===== src/rtl/leg_guard_pkg.sv =====
package leg_guard_pkg;

    typedef enum logic [2:0] {
        GS_HALT         = 3'd0,
        GS_IDLE         = 3'd1,
        GS_GAP_AFTER_HI = 3'd2,
        GS_GAP_AFTER_LO = 3'd3,
        GS_DRIVE_HI     = 3'd4,
        GS_DRIVE_LO     = 3'd5
    } guard_state_t;

endpackage


===== src/rtl/leg_cmd_qualify.sv =====
module leg_cmd_qualify (
    input  logic hi_cmd,
    input  logic lo_cmd,
    input  logic halt_n,
    input  logic fault_force,
    output logic req_hi,
    output logic req_lo,
    output logic kill
);

    // An override wins over every command.
    always_comb begin
        kill   = !halt_n || fault_force;
        req_hi = hi_cmd && !lo_cmd;
        req_lo = lo_cmd && !hi_cmd;
    end

endmodule


===== src/rtl/leg_gap_timer.sv =====
module leg_gap_timer #(
    parameter int DEAD_CYC = 18
) (
    input  logic clk,
    input  logic rst_n,
    input  logic clr,
    input  logic run,
    output logic done
);

    localparam int CW = (DEAD_CYC > 1) ? $clog2(DEAD_CYC) : 1;
    localparam logic [CW-1:0] LAST = CW'(DEAD_CYC - 1);

    logic [CW-1:0] cnt;

    assign done = (cnt == LAST);

    always_ff @(posedge clk or negedge rst_n) begin
        if (!rst_n) begin
            cnt <= '0;
        end else if (clr) begin
            cnt <= '0;
        end else if (run && !done) begin
            cnt <= cnt + 1'b1;
        end
    end

endmodule


===== src/rtl/leg_guard_fsm.sv =====
module leg_guard_fsm
    import leg_guard_pkg::*;
(
    input  logic clk,
    input  logic rst_n,
    input  logic req_hi,
    input  logic req_lo,
    input  logic kill,
    input  logic gap_done,
    output logic tmr_clr,
    output logic tmr_run,
    output logic hi_gate,
    output logic lo_gate
);

    guard_state_t st, nxt;

    // State register
    always_ff @(posedge clk or negedge rst_n) begin
        if (!rst_n) begin
            st <= GS_HALT;
        end else begin
            st <= nxt;
        end
    end

    // Next state and timer control
    always_comb begin
        nxt     = st;
        tmr_clr = 1'b0;
        tmr_run = 1'b0;
        if (kill) begin
            nxt     = GS_HALT;
            tmr_clr = 1'b1;
        end else begin
            unique case (st)
                GS_HALT: begin
                    if (gap_done) begin
                        nxt = req_hi ? GS_DRIVE_HI : (req_lo ? GS_DRIVE_LO : GS_IDLE);
                    end else begin
                        tmr_run = 1'b1;
                    end
                end
                GS_IDLE: begin
                    if (req_hi) begin
                        nxt = GS_DRIVE_HI;
                    end else if (req_lo) begin
                        nxt = GS_DRIVE_LO;
                    end
                end
                GS_GAP_AFTER_HI: begin
                    if (req_hi) begin
                        nxt = GS_DRIVE_HI;
                    end else if (gap_done) begin
                        nxt = req_lo ? GS_DRIVE_LO : GS_IDLE;
                    end else begin
                        tmr_run = 1'b1;
                    end
                end
                GS_GAP_AFTER_LO: begin
                    if (req_lo) begin
                        nxt = GS_DRIVE_LO;
                    end else if (gap_done) begin
                        nxt = req_hi ? GS_DRIVE_HI : GS_IDLE;
                    end else begin
                        tmr_run = 1'b1;
                    end
                end
                GS_DRIVE_HI: begin
                    if (!req_hi) begin
                        nxt     = GS_GAP_AFTER_HI;
                        tmr_clr = 1'b1;
                    end
                end
                GS_DRIVE_LO: begin
                    if (!req_lo) begin
                        nxt     = GS_GAP_AFTER_LO;
                        tmr_clr = 1'b1;
                    end
                end
                default: begin
                    nxt     = GS_HALT;
                    tmr_clr = 1'b1;
                end
            endcase
        end
    end

    // Outputs decoded from the state register only
    always_comb begin
        hi_gate = (st == GS_DRIVE_HI);
        lo_gate = (st == GS_DRIVE_LO);
    end

endmodule


===== src/rtl/leg_gate_guard.sv =====
module leg_gate_guard #(
    parameter int DEAD_CYC = 18
) (
    input  logic clk,
    input  logic rst_n,
    input  logic hi_cmd,
    input  logic lo_cmd,
    input  logic halt_n,
    input  logic fault_force,
    output logic hi_gate,
    output logic lo_gate
);

    logic req_hi, req_lo, kill;
    logic tmr_clr, tmr_run, gap_done;

    leg_cmd_qualify u_qual (
        .hi_cmd      (hi_cmd),
        .lo_cmd      (lo_cmd),
        .halt_n      (halt_n),
        .fault_force (fault_force),
        .req_hi      (req_hi),
        .req_lo      (req_lo),
        .kill        (kill)
    );

    leg_gap_timer #(.DEAD_CYC(DEAD_CYC)) u_timer (
        .clk   (clk),
        .rst_n (rst_n),
        .clr   (tmr_clr),
        .run   (tmr_run),
        .done  (gap_done)
    );

    leg_guard_fsm u_fsm (
        .clk      (clk),
        .rst_n    (rst_n),
        .req_hi   (req_hi),
        .req_lo   (req_lo),
        .kill     (kill),
        .gap_done (gap_done),
        .tmr_clr  (tmr_clr),
        .tmr_run  (tmr_run),
        .hi_gate  (hi_gate),
        .lo_gate  (lo_gate)
    );

endmodule


===== config.mk =====
export PLATFORM = sky130hd
export DESIGN_NAME = leg_gate_guard
export DESIGN_NICKNAME = d
export VERILOG_FILES = /design/src/rtl/leg_guard_pkg.sv /design/src/rtl/leg_cmd_qualify.sv /design/src/rtl/leg_gap_timer.sv /design/src/rtl/leg_guard_fsm.sv /design/src/rtl/leg_gate_guard.sv
export SDC_FILE = /design/constraint.sdc
export NUM_CORES = 1
export LEC_CHECK = 0
export BUFFER_PORTS_ARGS = -buffer_cell sky130_fd_sc_hd__buf_2
export CORE_AREA = 2 2 39 41
export DETAILED_ROUTE_END_ITERATION = 7
export DIE_AREA = 0 0 41 43
export HOLD_SLACK_MARGIN = 0.05
export PLACE_DENSITY = 0.62
export SLEW_MARGIN = 30
export SYNTH_ARGS = -nofsm -noshare
export SYNTH_HDL_FRONTEND = slang
export SYNTH_SLANG_ARGS = --single-unit

===== constraint.sdc =====
create_clock -name clk -period 1.9 [get_ports clk]
set_input_delay 0.38 -clock clk [delete_from_list [all_inputs] [get_ports clk]]
set_output_delay 0.38 -clock clk [all_outputs]
set_load 0.005 [all_outputs]

# Word-level counts from Yosys, hierarchy flattened

Index checks and enable logic that the tools add are counted.
W data, S select, Z words.

Flip-flop bits (word level): 8

Add/subtract/negate cells: 1
Eq/ne operators: 12
Muxes and demuxes: 25
Reduce and logical (&&, ||, !) cells: 12

Operators with widths:

| cell                  | count |
|---|---|
| $mux W3               | 13 |
| $pmux W3 S6           | 1 |
| $mux W5               | 2 |
| $ne A3 B3 Y1 const B  | 3 |
| $ne A4 B3 Y1 const B  | 2 |
| $mux W1               | 7 |
| $eq A3 B2 Y1 const B  | 2 |
| $eq A3 B3 Y1 const B  | 2 |
| $pmux W1 S3           | 2 |
| $reduce_and A6 Y1     | 1 |
| $add A5 B1 Y5 const B | 1 |
| $eq A5 B5 Y1 const B  | 1 |
| $logic_not A1 Y1      | 4 |
| $ne A4 B2 Y1 const B  | 1 |
| $reduce_or A4 Y1      | 1 |
| $eq A3 B1 Y1 const B  | 1 |
| $logic_and A1 B1 Y1   | 3 |
| $logic_not A3 Y1      | 1 |
| $reduce_bool A2 Y1    | 1 |
| $logic_or A1 B1 Y1    | 1 |

# Logic depth before layout (Yosys ltp)

Depth in word-level cells: 8
Gate-level depth with buffers: 7
Gate-level depth less buffers: 6

# Modules after synthesis

From an unflattened synthesis, not the netlist that was laid out.

Cells, all modules: 63
Area total of the unflattened synthesis: 573.0 µm²

By module, submodules not included:

| module          | times used | cells an instance | area an instance (µm²) |
|---|---|---|---|
| leg_guard_fsm   | 1          | 34                | 279.0 |
| leg_gap_timer   | 1          | 26                | 272.8 |
| leg_cmd_qualify | 1          | 3                 | 21.3 |

# Worst setup path before layout

OpenSTA, ideal clock, no wires.

Kind: input-to-reg
From: in hi_cmd
To: reg u_fsm.st[0]
Library setup time: 131 ps
Arrival time: 1379 ps
Data required time: 1769 ps
Stages: 6
Setup slack: 390 ps
Path buffers: 0
Cells stage by stage: inv_1 -> ha_1 -> mux2i_1 -> a211oi_4 -> nor4_2 -> a211oi_2

Longest elaborated chain between the ends: 6

RTL lines:

| what                 | RTL line              | text |
|---|---|---|
| from (decl)          | leg_gate_guard.sv:6   | `input logic hi_cmd,` |
| $logic_and A1 B1 Y1  | leg_cmd_qualify.sv:14 | `req_hi = hi_cmd && !lo_cmd;` |
| $mux W3              | leg_guard_fsm.sv:64   | `nxt = req_hi ? GS_DRIVE_HI : GS_IDLE;` |
| $mux W3              | leg_guard_fsm.sv:63   | `end else if (gap_done) begin` |
| $mux W3              | leg_guard_fsm.sv:61   | `if (req_lo) begin` |
| $pmux W3 S6          | leg_guard_fsm.sv:36   | `unique case (st)` |
| $mux W3              | leg_guard_fsm.sv:32   | `if (kill) begin` |
| to (signal assigned) | leg_guard_fsm.sv:23   | `st <= nxt;` |
| to (decl)            | leg_guard_fsm.sv:16   | `guard_state_t st, nxt;` |

Several ways; a longest one is shown, not always the timed one. The select of a mux whose other input is x is not followed.
A chain may end at the register's enable or synchronous reset.

# Final worst setup path

From: reg u_fsm.st[1]
To: out lo_gate

Longest elaborated chain between the ends: 1

RTL lines:

| what         | RTL line             | text |
|---|---|---|
| $eq A3 B3 Y1 | leg_guard_fsm.sv:92  | `lo_gate = (st == GS_DRIVE_LO);` |
| to (decl)    | leg_gate_guard.sv:11 | `output logic lo_gate` |

No other way between the ends.

==> results.ini <==
[outcome]
run_status = finished, final reports clean

[die]
io-pin-count = 8
dieHeight_um = 43
num_rows = 14
initial_core_util_pct = 41.3
die_width_um = 41
fp.dieArea_um2 = 1760
core_um2 = 1380

[finish]
commonest_cells_after_routing_fill_and_taps_aside = 9 x sky130_fd_sc_hd__nor2_1, 8 x sky130_fd_sc_hd__dfrtp_1, 7 x sky130_fd_sc_hd__buf_2
postLayoutCellArea_um2 = 644
fin_nets = 77
layout_commonest_cell = sky130_fd_sc_hd__nor2_1
n_antenna_cell = 0
areaGrowthSynthToFinish_pct = 12.7
seq_area_um2 = 200
multiInputGateArea_um2 = 330
layout.filler_cells = 128
share_of_cells_above_drive_strength_1_pct = 27.7

[logic_synthesis]
synth_sequential_area_ratio_pct = 35.0
synth.cell_area_um2 = 572
synth_top_area_cell = sky130_fd_sc_hd__dfrtp_1
synth_fa_ha_area_share_pct = 8.75
synth_cell_types = 25
ys.warnings.count = 0
synth-compound-area-share_pct = 23.6
syn-num-nets = 65
netlist.area_leader.share_pct = 35.0
synthMuxAreaShare_pct = 3.50
postSynthAreaPerCell_um2 = 10.4
synthSimpleGateAreaFrac_pct = 17.3
synth_top_family_by_area = compound AO/OA/AOI/OAI gates
synth-seq-cells = 8
netlist_top_cells_area = sky130_fd_sc_hd__dfrtp_1 35%, sky130_fd_sc_hd__ha_1 8.8%, sky130_fd_sc_hd__a211oi_2 6.6%
synth_xor_xnor_area_share_pct = 4.60
post_synthesis_cells = 55

[sta]
maxClockFrequency_ghz = 0.618
finalHoldViolCount = 0
finalCritPeriodShare_pct = 85.2
finalSetupViolCount = 0
min_period_ps = 1620
rsz0062_at_grt = false
final_max_slew_viol_count = 0
timing.setup.tns_ps = 0
maxSlewHeadroom_pct = 78.7
tightest_slew_ps = 315
worst_clock_skew_ps = 3.13

[setup_path]
worst_path_max_delay_cell = sky130_fd_sc_hd__dfrtp_1
worstPathRequired_ps = 1520
cp_max_fo = 6
stage_delay_of_the_slowest_cell_on_the_critical_path_ps = 460
critical_path.cell_chain = nand2b_1 -> nor2_1 -> buf_2
critical_path.endpoint_type = primary output
critical_path.startpoint_type = register
worstSetupPathType = register to primary output
reg2reg_setup_slack_ps = 290
critical_path_arrival_ps = 1240

[pwr]
pwr-share-seq_pct = 52.5
vdd_ir_drop_max_v = 0.000346
power_report.internal_total_mw = 0.260
clockPowerShare_pct = 37.8
power_share_of_the_combinational_group_pct = 9.7
power_per_cell_area_nw_per_um2 = 518
switching_share_pct = 22.2
power_switching_mw = 0.0740
power_mw = 0.334
leakage_nw = 0.288

[clocking]
tritoncts_clock_tree = done
cts_setup_buffers = 0
clkSlewWorstSetupHoldPaths_ps = 50
cell_chosen_for_the_clock_root = sky130_fd_sc_hd__clkbuf_4
htree_levels = 1
clock-sinks = 8
worstSkewPairLatency_ps = 250
cts.path.max_buffers = 2
number_of_buffers_created_by_cts = 3

[detailed_routing]
postRouteWirelength_um = 925
ant_nets = 0
wire_per_inst_um = 11.4
drt_iter0_drc = 2
first_pass_iters = 2
remaining_routing_drc_violations = 0
drt-vias-per-instance = 5.21
dr_total_vias = 422

[placement]
placement.io_buffers = 7
placement.cell_area_um2 = 612
dp.final_hpwl_um = 727
gp_congestion = 0.780

[grt]
grt_pass1_vias = 422
first_pass_grt_wire_length_um = 1720
antenna_found_initial = 0
global_route.usage.total_pct = 14.3
grt_remaining_overflow = 0
pin_count_of_the_biggest_net_entering_global_routing = 9

[run]
drv.max_cap_violation_count = 0

[worst_hold_path]
hp-class = input pin to asynchronous set/reset pin

path summary, 6_finish.rpt:
path,startpoint,to,cells past startpoint
max reg2reg,u_timer.cnt[1],u_fsm.st[1],6
max,u_fsm.st[1],lo_gate,3
max in group asynchronous,rst_n,u_timer.cnt[2],2
min in group clk,u_timer.cnt[4],u_timer.cnt[4],2
min reg2reg,u_timer.cnt[4],u_timer.cnt[4],2
min,rst_n,u_fsm.st[2],2
per-stage QoR:
stage	std cells	hold slack [ps]	utilization [%]	setup slack (ps)
floorplan	55	84.4	-	390
global placement	77	229	44.2	152
detailed placement	77	226	44.2	148
CTS	81	495	46.6	264
global route	81	529	46.6	154
finish	81	500	46.6	281
sequential cells by signal, indices dropped and copies added (netlist names):
register,cells
u_fsm.st,3
u_timer.cnt,5
logic make-up (layout without fill, tap and decap cells):
group / Yosys count / after routing
DFF: 8 / 8
AOI/OAI and AO/OA: 14 / 14
buffers and inverters: 7 / 17
and+or+nand+nor: 17 / 17
xor gates and xnor gates: 3 / 3
muxes: 2 / 2
adders and majority gates: 4 / 4
layout make-up:
cell class / count / share of cell area [%]
Inverter: 5 / 2.91
Timing Repair Buffer: 9 / 8.16
Multi-Input combinational cell: 40 / 51.3
Sequential cell: 8 / 31.1
Tap cell: 16 / 3.11
Clock buffer: 3 / 3.50
timing repair:
item,in CTS,in global routing
endpoints found under the hold margin,8,0
resized for setup,0,0
hold buffers,1,0
power groups by stage:
stage	clock network [mW]	logic, mW	registers (mW)
floorplan	0	0.0195	0.178
global placement	0	0.0308	0.178
detailed placement	0	0.0311	0.178
CTS	0.130	0.0329	0.175
global route	0.138	0.0381	0.175
finish	0.126	0.0324	0.175
metal layers:
| metal | track usage, % | part of all wire, % | vias to the layer above |
|---|---|---|---|
| met3 | 1.57 | 2.4 | 3 |
| met2 | 19.4 | 46 | 6 |
| met4 | 8.00 | 2.4 | 0 |
| met5 | 0 | 0 | - |
| li1 | - | - | 216 |
| met1 | 21.2 | 49 | 197 |
synth_stat cells:
master,instances
sky130_fd_sc_hd__o21ai_0,2
sky130_fd_sc_hd__o2111ai_1,2
sky130_fd_sc_hd__mux2i_1,2
sky130_fd_sc_hd__ha_1,4
sky130_fd_sc_hd__xor2_1,2
sky130_fd_sc_hd__a21oi_1,1
sky130_fd_sc_hd__nor2_1,9
sky130_fd_sc_hd__nand2b_1,1
sky130_fd_sc_hd__o21ba_1,1
sky130_fd_sc_hd__nor4_2,1
sky130_fd_sc_hd__dfrtp_1,8
sky130_fd_sc_hd__o31ai_1,1
sky130_fd_sc_hd__and2_1,1
sky130_fd_sc_hd__xnor2_1,1
sky130_fd_sc_hd__and2b_1,1
sky130_fd_sc_hd__a211oi_4,1
sky130_fd_sc_hd__o21ai_2,1
sky130_fd_sc_hd__nand3_1,2
sky130_fd_sc_hd__o2bb2ai_1,1
sky130_fd_sc_hd__inv_1,5
sky130_fd_sc_hd__a21bo_2,1
sky130_fd_sc_hd__and4bb_1,1
sky130_fd_sc_hd__nor4bb_1,1
sky130_fd_sc_hd__buf_6,2
sky130_fd_sc_hd__a211oi_2,3
critical path: cells and delay by family (launching register included):
family / cells / cell delay, ps
buffers and inverters: 1 / 140
DFF: 1 / 460
and+or+nand+nor: 2 / 380
No activity file was read; power rests on OpenSTA's default activity.
